$ cat src/rtl/rdw_bypass_pkg.sv
package rdw_bypass_pkg;
    // Which control wins when sync reset and clock enable disagree.
    typedef enum logic {
        SRST_OVER_CE = 1'b0,  // sync reset acts regardless of the enable
        CE_OVER_SRST = 1'b1   // sync reset acts only on enabled cycles
    } srst_prio_e;
endpackage

$ cat src/rtl/rdw_hit_gen.sv
module rdw_hit_gen #(
    parameter int ADDR_W    = 4,
    parameter int LANES     = 2,
    parameter int WIDE_LOG2 = 1,
    localparam int SLICES   = 1 << WIDE_LOG2,
    localparam int NCOND    = SLICES * LANES
) (
    input  logic [ADDR_W-1:0] raddr_i,
    input  logic [ADDR_W-1:0] waddr_i,
    input  logic [LANES-1:0]  wen_i,
    output logic [NCOND-1:0]  hit_o
);
    for (genvar s = 0; s < SLICES; s++) begin : g_slice
        logic [ADDR_W-1:0] word_addr;
        if (WIDE_LOG2 == 0) begin : g_narrow
            assign word_addr = raddr_i;
        end else begin : g_wide
            assign word_addr = {raddr_i[ADDR_W-1:WIDE_LOG2], WIDE_LOG2'(s)};
        end
        logic addr_eq;
        assign addr_eq = (word_addr == waddr_i);
        for (genvar l = 0; l < LANES; l++) begin : g_lane
            assign hit_o[s*LANES + l] = wen_i[l] & addr_eq;
        end
    end
endmodule

$ cat src/rtl/rdw_bypass_state.sv
module rdw_bypass_state
    import rdw_bypass_pkg::*;
#(
    parameter int         DATA_W    = 16,
    parameter int         LANES     = 2,
    parameter int         SLICES    = 2,
    parameter srst_prio_e SRST_PRIO = SRST_OVER_CE,
    localparam int        NCOND     = SLICES * LANES
) (
    input  logic              clk_i,
    input  logic              arst_i,
    input  logic              srst_i,
    input  logic              ren_i,
    input  logic [NCOND-1:0]  hit_i,
    input  logic [DATA_W-1:0] wdata_i,
    output logic [NCOND-1:0]  cond_o,
    output logic [DATA_W-1:0] wdata_o
);
    typedef struct packed {
        logic [DATA_W-1:0] wd;
        logic [NCOND-1:0]  cond;
    } state_t;

    state_t st_d, st_q;

    always_comb begin
        st_d = st_q;
        if (ren_i) st_d.wd = wdata_i;
        if (SRST_PRIO == CE_OVER_SRST) begin
            if (ren_i) st_d.cond = srst_i ? '0 : hit_i;
        end else begin
            if (srst_i)     st_d.cond = '0;
            else if (ren_i) st_d.cond = hit_i;
        end
    end

    // Only the flags take the async reset; the data register has none.
    always_ff @(posedge clk_i or posedge arst_i) begin
        if (arst_i) st_q.cond <= '0;
        else        st_q      <= st_d;
    end

    assign cond_o  = st_q.cond;
    assign wdata_o = st_q.wd;

    // an effective sync reset leaves no flag set
    assert_srst_clears_R6: assert property (@(posedge clk_i) disable iff (arst_i)
        srst_i && (ren_i || SRST_PRIO == SRST_OVER_CE) |=> cond_o == '0);

    assert_hold_R5: assert property (@(posedge clk_i) disable iff (arst_i)
        !ren_i && !(srst_i && SRST_PRIO == SRST_OVER_CE) |=> $stable(cond_o) && $stable(wdata_o));

    assert_wdata_capture_R2: assert property (@(posedge clk_i) disable iff (arst_i)
        ren_i |=> wdata_o == $past(wdata_i));

    assert_cond_capture_R3: assert property (@(posedge clk_i) disable iff (arst_i)
        ren_i && !srst_i |=> cond_o == $past(hit_i));

    for (genvar l = 0; l < LANES; l++) begin : g_lane_chk
        logic [SLICES-1:0] col;
        for (genvar s = 0; s < SLICES; s++) begin : g_col
            assign col[s] = st_q.cond[s*LANES + l];
        end
        assert_lane_single_slice_R4: assert property (@(posedge clk_i) disable iff (arst_i)
            $onehot0(col));
    end
endmodule

$ cat src/rtl/rdw_out_mux.sv
module rdw_out_mux #(
    parameter int  DATA_W = 16,
    parameter int  LANES  = 2,
    parameter int  SLICES = 2,
    localparam int LANE_W = DATA_W / LANES,
    localparam int NCOND  = SLICES * LANES,
    localparam int RDW    = DATA_W * SLICES
) (
    input  logic [RDW-1:0]    mem_rdata_i,
    input  logic [DATA_W-1:0] wdata_q_i,
    input  logic [NCOND-1:0]  cond_q_i,
    output logic [RDW-1:0]    rdata_o
);
    for (genvar s = 0; s < SLICES; s++) begin : g_slice
        for (genvar l = 0; l < LANES; l++) begin : g_lane
            localparam int BASE = s*DATA_W + l*LANE_W;
            assign rdata_o[BASE +: LANE_W] = cond_q_i[s*LANES + l]
                                           ? wdata_q_i[l*LANE_W +: LANE_W]
                                           : mem_rdata_i[BASE +: LANE_W];
        end
    end
endmodule

$ cat src/rtl/rdw_bypass.sv
module rdw_bypass
    import rdw_bypass_pkg::*;
#(
    parameter int         ADDR_W    = 4,
    parameter int         DATA_W    = 16,
    parameter int         LANES     = 2,
    parameter int         WIDE_LOG2 = 1,
    parameter srst_prio_e SRST_PRIO = SRST_OVER_CE,
    localparam int        SLICES    = 1 << WIDE_LOG2,
    localparam int        NCOND     = SLICES * LANES,
    localparam int        RDW       = DATA_W * SLICES
) (
    input  logic              clk_i,
    input  logic              arst_i,
    input  logic              srst_i,
    input  logic              ren_i,
    input  logic [ADDR_W-1:0] raddr_i,
    input  logic [RDW-1:0]    mem_rdata_i,
    input  logic [ADDR_W-1:0] waddr_i,
    input  logic [LANES-1:0]  wen_i,
    input  logic [DATA_W-1:0] wdata_i,
    output logic [RDW-1:0]    rdata_o
);
    logic [NCOND-1:0]  hit;
    logic [NCOND-1:0]  cond_q;
    logic [DATA_W-1:0] wd_q;

    rdw_hit_gen #(
        .ADDR_W(ADDR_W), .LANES(LANES), .WIDE_LOG2(WIDE_LOG2)
    ) u_hit (
        .raddr_i(raddr_i), .waddr_i(waddr_i), .wen_i(wen_i), .hit_o(hit)
    );

    rdw_bypass_state #(
        .DATA_W(DATA_W), .LANES(LANES), .SLICES(SLICES), .SRST_PRIO(SRST_PRIO)
    ) u_state (
        .clk_i(clk_i), .arst_i(arst_i), .srst_i(srst_i), .ren_i(ren_i),
        .hit_i(hit), .wdata_i(wdata_i), .cond_o(cond_q), .wdata_o(wd_q)
    );

    rdw_out_mux #(
        .DATA_W(DATA_W), .LANES(LANES), .SLICES(SLICES)
    ) u_mux (
        .mem_rdata_i(mem_rdata_i), .wdata_q_i(wd_q), .cond_q_i(cond_q), .rdata_o(rdata_o)
    );
endmodule

$ cat config.mk
export PLATFORM = sky130hd
export DESIGN_NAME = rdw_bypass
export DESIGN_NICKNAME = d
export VERILOG_FILES = /design/src/rtl/rdw_bypass_pkg.sv /design/src/rtl/rdw_hit_gen.sv /design/src/rtl/rdw_bypass_state.sv /design/src/rtl/rdw_out_mux.sv /design/src/rtl/rdw_bypass.sv
export SDC_FILE = /design/constraint.sdc
export NUM_CORES = 1
export LEC_CHECK = 0
export BUFFER_PORTS_ARGS = -buffer_cell sky130_fd_sc_hd__buf_2
export CAP_MARGIN = 20
export CELL_PAD_IN_SITES_DETAIL_PLACEMENT = 0
export CELL_PAD_IN_SITES_GLOBAL_PLACEMENT = 1
export CORE_ASPECT_RATIO = 1.25
export CORE_MARGIN = 2
export CORE_UTILIZATION = 25
export CTS_CLUSTER_SIZE = 20
export DETAILED_ROUTE_END_ITERATION = 6
export PLACE_DENSITY_LB_ADDON = 0.1
export SYNTH_ARGS = -nofsm -noshare
export SYNTH_HDL_FRONTEND = slang
export SYNTH_SLANG_ARGS = --single-unit
$ cat constraint.sdc
create_clock -name clk_i -period 1.4 [get_ports clk_i]
set_input_delay 0.28 -clock clk_i [delete_from_list [all_inputs] [get_ports clk_i]]
set_output_delay 0.28 -clock clk_i [all_outputs]
set_load 0.03 [all_outputs]
==> run_results.csv <==
group,metric,value,unit
power_and_ir_drop,switching_share,26.3,%
setup_path,r2r_start,"u_state.cond_o[0]",
cells_and_area,regArea,581,um2
synth,synth_top_family_by_area,"multiplexers",
cts,cts_max_path_buffers,2,
power_and_ir_drop,p_sw,423,uW
placed_design,routabilityCongestion,0.796,
floorplanning,chipWidth,63.5,um
route,drtIter0Drc,7,
synth,synth_compound_area_share,3.84,%
hold_path,hold_path_class,"in2reg",
power_and_ir_drop,p_int,1.18,mW
route,viasPerCell,4.26,
floorplanning,row_count,27,
route,via_count,1002,
synth,yosys.area.top_type,"edfxtp_1",
timing,setup_viol,32,
route,route.detailed.drc,0,
setup_path,worstPathArrival,1280,ps
synth,ys_ff_latch,20,
cells_and_area,multi_input_area,582,um2
flow_run,maxCapViolations,0,
synth,synth_fp_nets,136,
route,ant_nets,0,
status,status,"finished with violations",
grt,grt_pass1_vias,1095,
grt,grt_pass1_wl,4840,um
timing,rsz0062_at_grt,"yes",
synth,synth_area_leaders,"edfxtp_1 43%, mux2_2 33%, dfrtp_1 9.0%",
grt,grt_max_degree,12,
placed_design,dp_hpwl,2240,um
timing,worst_slew_pin_slew,267,ps
timing,fin_crit_sh,111,%
power_and_ir_drop,p_per_area,763,nW/um2
cells_and_area,layout_common_cells,"60 x buf_2, 32 x buf_6, 31 x mux2_4, 16 x edfxtp_1, 6 x buf_4",
timing,worst_slack,-157,ps
floorplanning,core_area,4320,um2
setup_path,cp.required,1120,ps
route,routed_wl,3160,um
status,violations,"setup timing",
cts,cts.clk_slew.worst_paths,80,ps
timing,finalMaxSlewViolations,0,
synth,synth_area,1110,um2
grt,grt-ovfl-total,0,
cells_and_area,antennaDiodeCount,0,
cts,cts_buffers,3,
setup_path,startpoint_type,"register",
cells_and_area,drive_gt1_share,80.8,%
floorplanning,die-area,4980,um2
cells_and_area,nets,240,
route,wl_per_cell,13.4,um
cells_and_area,n_fill_cell,421,
timing,finalHoldViolCount,0,
synth,synth-adder-area-share,0,%
setup_path,critical_path_class,"reg2out",
synth,synth_top_area_share,43.4,%
cts,cts_root_buffer,"clkbuf_8",
cells_and_area,layout_commonest_cell,"buf_2",
route,dr.pass1.iters,4,
floorplanning,initial_core_util,25.6,%
timing,fin_crit,1560,ps
setup_path,setup.worst_path.start,"u_state.cond_o[1]",
cts,insertion_delay,250,ps
timing,slew_headroom,82.1,%
power_and_ir_drop,power.leakage,0.974,nW
cts,htreeDepth,1,
placed_design,dp_cells,226,
synth,postSynthAreaPerCell,15.0,um2
cells_and_area,final_core_utilization,48.7,%
power_and_ir_drop,seqPwrFrac,43.5,%
power_and_ir_drop,power_frac_comb,29.1,%
cts,cts_tree,"done",
floorplanning,die_h,78.4,um
power_and_ir_drop,vdd_drop_max,573,uV
setup_path,worst-path-max-fanout,8,
placed_design,numPortBuffers,92,
synth,syn_inst,74,
synth,yosysWarnings,0,
synth,synth-xor-area-share,2.37,%
grt,grt_use_total,12.3,%
setup_path,crit_path_end_kind,"output pin",
timing,finalSetupTns,-4400,ps
synth,yosysSeqAreaShare,52.4,%
cells_and_area,fin_cells,235,
synth,muxShareOfSynthArea,32.5,%
synth,synth-simple-area-share,3.05,%
timing,skew,0,ps
timing,timing.fmax,642,MHz
synth,synth_cell_type_count,14,
power_and_ir_drop,p_clk_share,27.4,%
grt,antenna_found_initial,0,
floorplanning,io_pins,94,
hold_path,hp-start,"wdata_i[1]",
cells_and_area,syn_to_final_growth,90.1,%
cts,cts_sinks,20,
## power groups by stage
stage               clock (mW)  combinational (mW)  sequential (mW)
detailed placement           0               0.351            0.707
CTS                      0.467               0.441            0.695
global placement             0               0.347            0.705
floorplan                    0               0.202            0.702
finish                   0.440               0.467            0.698
global route             0.494               0.494            0.702
## flip-flops by register name, summed over array words and instances (netlist names)
| signal | cells |
|---|---|
| u_state.wdata_o | 16 |
| u_state.cond_o | 4 |
## path summary, 6_finish.rpt
check	slack, ps	endpoint	cells past startpoint
hold / removal	190	u_state.wdata_o[1]	1
max in group asynchronous	790	u_state.cond_o[3]	3
min in group asynchronous	460	u_state.cond_o[0]	3
hold reg to reg	610	u_state.cond_o[3]	2
setup reg to reg	330	u_state.cond_o[0]	4
setup / recovery	-160	rdata_o[13]	3
## cell families after synthesis
| family | Yosys count |
|---|---|
| AO/OA/AOI/OAI | 4 |
| XOR/XNOR | 3 |
| buffers and inverters | 9 |
| flip-flops | 20 |
| multiplexers | 32 |
| AND/OR/NAND/NOR | 6 |
## critical path: stages (launching register included)
cell	delay, ps
dfrtp_1	410
buf_12	160
mux2_4	310
buf_6	140
## synth_stat cells (all sizes together)
master,count
inv,5
edfxtp,16
xnor2,3
nand4,2
nor2b,1
buf,4
nand3b,1
mux2,32
nor2,1
nand2,1
dfrtp,4
o32ai,4
## through the flow
step                setup slack [ps]  instance area (um2)  total power, mW  hold slack [ps]
finish                          -157                 2100             1.60              195
global route                    -196                 2100             1.69              177
CTS                             -172                 2010             1.60              184
detailed placement              90.6                 1690             1.06              194
global placement                 102                 1690             1.05              192
floorplan                        257                 1110            0.903             46.1
## layer usage
metal  up-vias  part of all wire [%]  global-route usage, %
met5         -                     0                      0
met4         0                  0.54                   3.26
met3         2                   8.3                   3.01
met2        62                    51                   23.9
met1       453                    40                   12.9
li1        485                     -                      -
## cell type report
type / count / area share (%)
multi-input cells: 45 / 27.6
well taps: 58 / 3.45
inverters: 5 / 0.892
repair buffers: 103 / 37.8
clock buffers: 4 / 2.62
flip-flops and latches: 20 / 27.6
## timing repair
action / 4_1_cts / 5_1_grt
gates resized for setup: 72 / 23
endpoints found under the hold margin: 4 / 0
hold buffers: 1 / 0
setup endpoints to repair: 32 / 32
buffers inserted: 3 / 1
No activity file was read; power rests on OpenSTA's default activity.
